`config.mk`:
```
export PLATFORM = sky130hd
export DESIGN_NAME = sdclk_ctrl
export DESIGN_NICKNAME = d
export VERILOG_FILES = /design/src/rtl/sdclk_pkg.sv /design/src/rtl/sdclk_gate_cond.sv /design/src/rtl/sdclk_divider.sv /design/src/rtl/sdclk_bypass_gate.sv /design/src/rtl/sdclk_ctrl.sv
export SDC_FILE = /design/constraint.sdc
export NUM_CORES = 1
export LEC_CHECK = 0
export ABC_AREA = 1
export BUFFER_PORTS_ARGS = -buffer_cell sky130_fd_sc_hd__buf_4
export CAP_MARGIN = 30
export CELL_PAD_IN_SITES_DETAIL_PLACEMENT = 1
export CELL_PAD_IN_SITES_GLOBAL_PLACEMENT = 2
export CORE_ASPECT_RATIO = 2
export CORE_MARGIN = 2
export CORE_UTILIZATION = 31
export DETAILED_ROUTE_END_ITERATION = 8
export GPL_ROUTABILITY_DRIVEN = 0
export HOLD_SLACK_MARGIN = 0.02
export PLACE_DENSITY = 0.74
export REMOVE_ABC_BUFFERS = 1
export SLEW_MARGIN = 20
export SYNTH_ARGS = -nofsm -noshare
export SYNTH_HDL_FRONTEND = slang
export SYNTH_SLANG_ARGS = --single-unit
```
`constraint.sdc`:
```
create_clock -name clk_i -period 2.4 [get_ports clk_i]
set_input_delay 0.72 -clock clk_i [delete_from_list [all_inputs] [get_ports clk_i]]
set_output_delay 0.72 -clock clk_i [all_outputs]
set_load 0.02 [all_outputs]
```
`src/rtl/sdclk_pkg.sv`:
```
package sdclk_pkg;
   // Smallest and largest supported divider widths
   localparam int unsigned DIV_W_MIN = 1;
   localparam int unsigned DIV_W_MAX = 16;

   typedef enum logic [1:0] {
      PH_LOW_COUNT = 2'd0,
      PH_LOW_WAIT  = 2'd1,
      PH_HIGH      = 2'd2
   } sdclk_phase_e;
endpackage

```
`src/rtl/sdclk_gate_cond.sv`:
```
module sdclk_gate_cond (
   input  logic power_on_i,
   input  logic clk_en_i,
   input  logic ps_en_i,
   input  logic hw_flow_en_i,
   input  logic bus_idle_i,
   input  logic fifo_near_empty_i,
   input  logic fifo_near_full_i,
   output logic pass_o
);
   logic idle_hold;
   logic flow_hold;

   always_comb begin
      idle_hold = ps_en_i & bus_idle_i;
      flow_hold = hw_flow_en_i & (fifo_near_empty_i | fifo_near_full_i);
      pass_o    = power_on_i & clk_en_i & ~idle_hold & ~flow_hold;
   end
endmodule

```
`src/rtl/sdclk_divider.sv`:
```
module sdclk_divider
   import sdclk_pkg::*;
#(
   parameter int unsigned DIV_W = 8
) (
   input  logic             clk_i,
   input  logic             rst_i,
   input  logic             pass_i,
   input  logic [DIV_W-1:0] div_i,
   input  logic             byp_i,
   output logic             clk_q_o,
   output logic             byp_act_o,
   output logic             rise_o,
   output logic             fall_o
);
   logic [DIV_W-1:0] cnt_q, cnt_n;
   logic [DIV_W-1:0] div_act_q;
   logic             byp_act_q;
   logic             clk_q, clk_n;
   logic             load;
   logic             term;
   logic             rise_q, fall_q;
   sdclk_phase_e     phase;

   always_comb begin
      term = (cnt_q >= div_act_q);
      if (clk_q)      phase = PH_HIGH;
      else if (!term) phase = PH_LOW_COUNT;
      else            phase = PH_LOW_WAIT;
   end

   always_comb begin
      clk_n = clk_q;
      cnt_n = cnt_q;
      load  = 1'b0;
      if (byp_act_q) begin
         clk_n = 1'b0;
         cnt_n = '0;
         load  = 1'b1;
      end else begin
         unique case (phase)
            PH_HIGH: begin
               if (term) begin
                  clk_n = 1'b0;
                  cnt_n = '0;
                  load  = 1'b1;
               end else begin
                  cnt_n = cnt_q + 1'b1;
               end
            end
            PH_LOW_COUNT: cnt_n = cnt_q + 1'b1;
            default: begin
               if (pass_i) begin
                  clk_n = 1'b1;
                  cnt_n = '0;
               end else begin
                  load = 1'b1;
               end
            end
         endcase
      end
   end

   always_ff @(posedge clk_i) begin
      if (rst_i) begin
         clk_q     <= 1'b0;
         cnt_q     <= '0;
         div_act_q <= '0;
         byp_act_q <= 1'b0;
         rise_q    <= 1'b0;
         fall_q    <= 1'b0;
      end else begin
         clk_q  <= clk_n;
         cnt_q  <= cnt_n;
         rise_q <= clk_n & ~clk_q;
         fall_q <= ~clk_n & clk_q;
         if (load) begin
            div_act_q <= div_i;
            byp_act_q <= byp_i;
         end
      end
   end

   assign clk_q_o   = clk_q;
   assign byp_act_o = byp_act_q;
   assign rise_o    = rise_q;
   assign fall_o    = fall_q;

   // a high phase is never cut short
   p_high_len_r7: assert property (@(posedge clk_i) disable iff (rst_i)
      (clk_q && (cnt_q < div_act_q)) |=> clk_q);
   // a blocked clock resting low does not rise
   p_gated_low_r3: assert property (@(posedge clk_i) disable iff (rst_i)
      (!clk_q && !pass_i) |=> !clk_q);
   // configuration is frozen throughout a high phase
   p_cfg_frozen_r8: assert property (@(posedge clk_i) disable iff (rst_i)
      clk_q |-> ($stable(div_act_q) && $stable(byp_act_q)));
   // a rise strobe only accompanies a high clock
   p_rise_match_r9: assert property (@(posedge clk_i) disable iff (rst_i)
      rise_q |-> clk_q);
   p_fall_match_r9: assert property (@(posedge clk_i) disable iff (rst_i)
      fall_q |-> !clk_q);
endmodule

```
`src/rtl/sdclk_bypass_gate.sv`:
```
module sdclk_bypass_gate (
   input  logic clk_i,
   input  logic rst_i,
   input  logic pass_i,
   input  logic byp_act_i,
   output logic card_pulse_o,
   output logic stb_o
);
   logic gate_q;
   logic stb_q;

   // Enable captured while the adapter clock is low, so it changes only then
   always_ff @(negedge clk_i) begin
      if (rst_i) gate_q <= 1'b0;
      else       gate_q <= pass_i & byp_act_i;
   end

   always_ff @(posedge clk_i) begin
      if (rst_i) stb_q <= 1'b0;
      else       stb_q <= gate_q;
   end

   assign card_pulse_o = clk_i & gate_q;
   assign stb_o        = stb_q;

   // no forwarded-clock strobe outside bypass mode
   p_stb_mode_r9: assert property (@(posedge clk_i) disable iff (rst_i)
      !byp_act_i |=> !stb_q);
endmodule

```
`src/rtl/sdclk_ctrl.sv`:
```
module sdclk_ctrl
   import sdclk_pkg::*;
#(
   parameter int unsigned DIV_W     = 8,
   parameter bit          BYPASS_EN = 1'b1
) (
   input  logic             clk_i,
   input  logic             rst_i,
   input  logic             power_on_i,
   input  logic             clk_en_i,
   input  logic [DIV_W-1:0] div_val_i,
   input  logic             bypass_i,
   input  logic             ps_en_i,
   input  logic             hw_flow_en_i,
   input  logic             bus_idle_i,
   input  logic             fifo_near_empty_i,
   input  logic             fifo_near_full_i,
   output logic             card_clk_o,
   output logic             rise_stb_o,
   output logic             fall_stb_o
);
   if (DIV_W < DIV_W_MIN || DIV_W > DIV_W_MAX) begin : g_bad_width
      $error("sdclk_ctrl: DIV_W out of supported range");
   end

   logic pass;
   logic byp_req;
   logic clk_q;
   logic byp_act;
   logic div_rise, div_fall;
   logic byp_pulse, byp_stb;

   sdclk_gate_cond i_gate_cond (
      .power_on_i        (power_on_i),
      .clk_en_i          (clk_en_i),
      .ps_en_i           (ps_en_i),
      .hw_flow_en_i      (hw_flow_en_i),
      .bus_idle_i        (bus_idle_i),
      .fifo_near_empty_i (fifo_near_empty_i),
      .fifo_near_full_i  (fifo_near_full_i),
      .pass_o            (pass)
   );

   sdclk_divider #(.DIV_W(DIV_W)) i_divider (
      .clk_i     (clk_i),
      .rst_i     (rst_i),
      .pass_i    (pass),
      .div_i     (div_val_i),
      .byp_i     (byp_req),
      .clk_q_o   (clk_q),
      .byp_act_o (byp_act),
      .rise_o    (div_rise),
      .fall_o    (div_fall)
   );

   if (BYPASS_EN) begin : g_bypass
      assign byp_req = bypass_i;
      sdclk_bypass_gate i_bypass_gate (
         .clk_i        (clk_i),
         .rst_i        (rst_i),
         .pass_i       (pass),
         .byp_act_i    (byp_act),
         .card_pulse_o (byp_pulse),
         .stb_o        (byp_stb)
      );
   end else begin : g_no_bypass
      assign byp_req   = 1'b0;
      assign byp_pulse = 1'b0;
      assign byp_stb   = 1'b0;
   end

   assign card_clk_o = clk_q | byp_pulse;
   assign rise_stb_o = div_rise | byp_stb;
   assign fall_stb_o = div_fall | byp_stb;

   // while powered off, a resting low clock stays low
   p_off_low_r4: assert property (@(posedge clk_i) disable iff (rst_i)
      (!power_on_i && !clk_q) |=> !clk_q);
   // clock enable low keeps a resting clock low
   p_cen_low_r6: assert property (@(posedge clk_i) disable iff (rst_i)
      (!clk_en_i && !clk_q) |=> !clk_q);
   // divided clock is silent while forwarding
   p_byp_quiet_r2: assert property (@(posedge clk_i) disable iff (rst_i)
      byp_act |-> !clk_q);
   // reset leaves the clock low
   p_reset_low_r10: assert property (@(posedge clk_i)
      rst_i |=> (!clk_q && !byp_act));
endmodule

```
# After elaboration in Yosys (flattened, before gate mapping)
# Cells that the tools add are included.
# op_classes
eq_ne,1
magnitude_cmp,1
mux,13
addsub,1
n_reduce_logical,3
n_bitwise,17
# op_table
op,count
two-way mux 8 bit,2
one-hot mux 8 bit (2 select lines),1
AND 1 bit,9
"adder 8 x 1 -> 8 bit, second input constant",1
greater-or-equal comparator 8 bit,1
two-way mux 1 bit,7
inverter 1 bit,4
OR 1 bit,4
one-hot mux 1 bit (2 select lines),2
nonzero test 3 bit,1
"equality test 2 bit, second input constant",1
logical NOT 2 bit,1
two-way mux 2 bit,1
OR reduction 2 bit,1
# totals
ff_bits,22
wordCells,44
output_inout_bits,3
in_bits,18

# Depth between registers and ports, before layout
# depth
word_depth,9
ltp_mapped,14
depth_no_buf,13

# By module
# Synthesis repeated with hierarchy kept, for this count alone.
# hier_totals
hier_cells,178
hier_area_um2,1287.5
# by_module_without_submodules
module,n_inst,area_each_um2,cells_each
sdclk_divider,1,1158.6,153
sdclk_bypass_gate,1,68.8,9
sdclk_ctrl,1,30.0,8
sdclk_gate_cond,1,30.0,8

==> flow_summary_export.csv <==
group,metric,value,unit
drt,top_layer_used,"met4",
drt,drt-met1-wl,1240,um
yosys,synth.area.top_cells,"dfxtp_1 34%, ha_1 8.6%, nand3_1 8.4%",
critical_path,critPathMaxFanout,2,
sta,max_slew_margin,54.1,%
sta,final_hold_viol_count,0,
drt,via_per_inst,4.88,
drt,dr_wl_met2,1990,um
power,power.density,1180,mW/mm^2
yosys,yosysTopAreaCell,"dfxtp_1",
global_routing,grt_pass1_wl,5640,um
critical_path,cp_num_buf_inv,2,
sta,skew,0.0614,ns
yosys,syn-cell-area,0.00131,sq mm
clocking,cts.clk_slew.worst_paths,0.09,ns
global_routing,grt_util_all_layers,15.3,%
power,total_power,1.89,mW
outcome,outcome,"finished with violations",
global_routing,overflow,0,
critical_path,r2r-start,"i_divider.byp_act_o",
drt,drc,0,
critical_path,cp.depth,3,
clocking,cts_tree,"built",
placement,dp_hpwl,2740,um
finish,drive_gt1_share,25.0,%
floorplanning,core,0.00409,sq mm
floorplanning,rows,33,
critical_path,r2r_cells,2,
floorplanning,pin_count,21,
sta,finalSetupViolCount,1,
yosys,ys_types,26,
run,cap_viol_max_count,0,
power,cellLeakagePower,0.755,nW
global_routing,grt_max_degree,18,
min_path,hold_start,"i_divider.cnt_q[0]",
finish,syn2layout_area_growth,22.2,%
yosys,synth_cells,173,
sta,worstMarginPinSlew,0.687,ns
clocking,cts-htree-levels,1,
critical_path,crit_slowest_cell,"dfxtp_2",
critical_path,worstSetupPathType,"flop to output pin",
yosys,syn_area_per_cell,7.58,sq um
drt,wl_met3,47,um
yosys,synth_top_area_share,33.6,%
clocking,insertion_delay,0.33,ns
clocking,cts_made_buffers,3,
yosys,yosys_register_bits,22,
yosys,synth_edf_count,0,
drt,wl_per_cell,13.2,um
critical_path,startpoint,"g_bypass.i_bypass_gate.gate_q",
critical_path,cp-start-kind,"flop",
sta,grt_setup_unrepaired,"yes",
sta,report.final.slew_viol_count,0,
critical_path,worst_setup_path_end_kind,"output pin",
critical_path,cp_slowest_stage_delay,0.31,ns
critical_path,arrival,2.12,ns
floorplanning,die-width,50.0,um
finish,diodes,0,
drt,first_iter_violations,6,
yosys,ys.flop_type,"dfxtp_1",
min_path,hold_path_class,"flop to flop",
drt,wl,3330,um
placement,port_buffers,20,
global_routing,antenna_found_initial,0,
drt,vias,1231,
outcome,violations,"setup timing",
critical_path,critical_path.top_delay_family,"flip-flops",
global_routing,grt_pass1_vias,1285,
floorplanning,start_util,32.1,%
power,irDropWorstVdd,0.485,mV
clocking,clock_path_buffers,2,
drt,drt_pass1_iterations,3,
sta,setup_slack,-0.440,ns
yosys,async_reset_ff_share,0,%
critical_path,path_cells,"inv_2 -> o21ai_2 -> buf_6",
critical_path,cp.required,1.68,ns
drt,drtAntennaViolNets,0,
clocking,root_buffer,"clkbuf_8",
yosys,ys_seq_area_share,33.6,%
floorplanning,dieArea,0.00480,sq mm
sta,whs,0.507,ns
yosys,ys_warn_count,0,
min_path,holdPathStages,1,
yosys,synth.most_common_cell,"nand2_1",
finish,nNetsFinal,228,
yosys,synth_common_cells,"29 x nand2_1, 25 x inv_1, 22 x dfxtp_1, 22 x nand3_1, 16 x nor2_1",
floorplanning,fp.dieH,96.0,um
sta,setup_tns,-0.440,ns
cells in the final DEF (no fill, tap or decap):
cell type  Yosys  routed
a21o_1         1       1
a21oi_1       13      13
a21oi_2        8       8
buf_4          0      24
buf_6          1       1
bufinv_16      0       1
clkbuf_8       1       3
clkinv_1       1       1
dfxtp_1       22      21
dfxtp_2        0       1
ha_1           9       9
inv_1         25      25
inv_2          0       1
nand2_1       29      29
nand2_4        1       1
nand3_1       22      22
nand3_2        1       1
nand3_4        1       1
nand4_1        3       3
nand4_4        1       1
nor2_1        16      16
nor2_2         1       1
nor2_4         2       2
nor3_1         2       2
o211a_1        1       1
o21ai_0        6       5
o21ai_2        0       1
or2_2          3       3
xnor2_1        1       1
xor2_1         1       1
state kept, by name (all words and copies together), names as in the netlist:
signal / flops
g_bypass.i_bypass_gate.stb_o: 1
i_divider.byp_act_o: 1
i_divider.rise_o: 1
i_divider.div_act_q: 8
i_divider.cnt_q: 8
g_bypass.i_bypass_gate.gate_q: 1
i_divider.fall_o: 1
i_divider.clk_q_o: 1
power breakdown:
group | leakage (nW) | internal (mW) | switching [mW]
sequential | 0.180 | 0.447 | 0.0390
combinational | 0.519 | 0.360 | 0.654
clock | 0.0560 | 0.237 | 0.153
total | 0.755 | 1.04 | 0.846
area by class of cell:
type	instances	area (sq um)
Multi-Input combinational cell	122	732
Inverter	25	93.8
Sequential cell	22	442
Clock buffer	4	52.6
Fill cell	526	2480
Timing Repair Buffer	24	180
Tap cell	52	65.1
Clock inverter	3	37.5
final timing paths:
path	endpoint	slack (ns)
worst max-delay path	card_clk_o	-0.44
worst min-delay path	i_divider.cnt_q[0]	0.51
worst max register to register	g_bypass.i_bypass_gate.gate_q	0.62
worst min register to register	i_divider.cnt_q[0]	0.51
per-layer routing:
layer	vias up	track usage, %
li1	620	-
met5	-	0
met4	0	6.48
met3	6	2.02
met1	592	15.0
met2	13	30.7
stage by stage:
stage / setup slack [ns] / instance area, sq um / cells / util (%)
6_report: -0.440 / 1600 / 252 / 39.2
5_1_grt: -0.504 / 1600 / 252 / 39.2
4_1_cts: -0.474 / 1600 / 252 / 39.0
3_5_place_dp: -0.161 / 1520 / 247 / 37.2
3_3_place_gp: -0.143 / 1520 / 247 / 37.2
2_1_floorplan: -0.334 / 1270 / 170 / -
kinds of logic after synthesis:
group | Yosys count | synth area share, %
DFF | 22 | 33.6
and+or+nand+nor | 82 | 31.7
AOI/OAI and AO/OA | 29 | 13.9
adders and majority gates | 9 | 8.59
buffers and inverters | 29 | 10.9
xor gates and xnor gates | 2 | 1.34
what timing repair did:
item,CTS,global route
endpoints found under the hold margin,0,0
gates cloned,0,0
pin swaps,1,0
buffers inserted,0,0
resized for setup,3,2
hold buffers,0,0
endpoints found under the setup margin,1,1
Power figures use the tool's default switching activity.
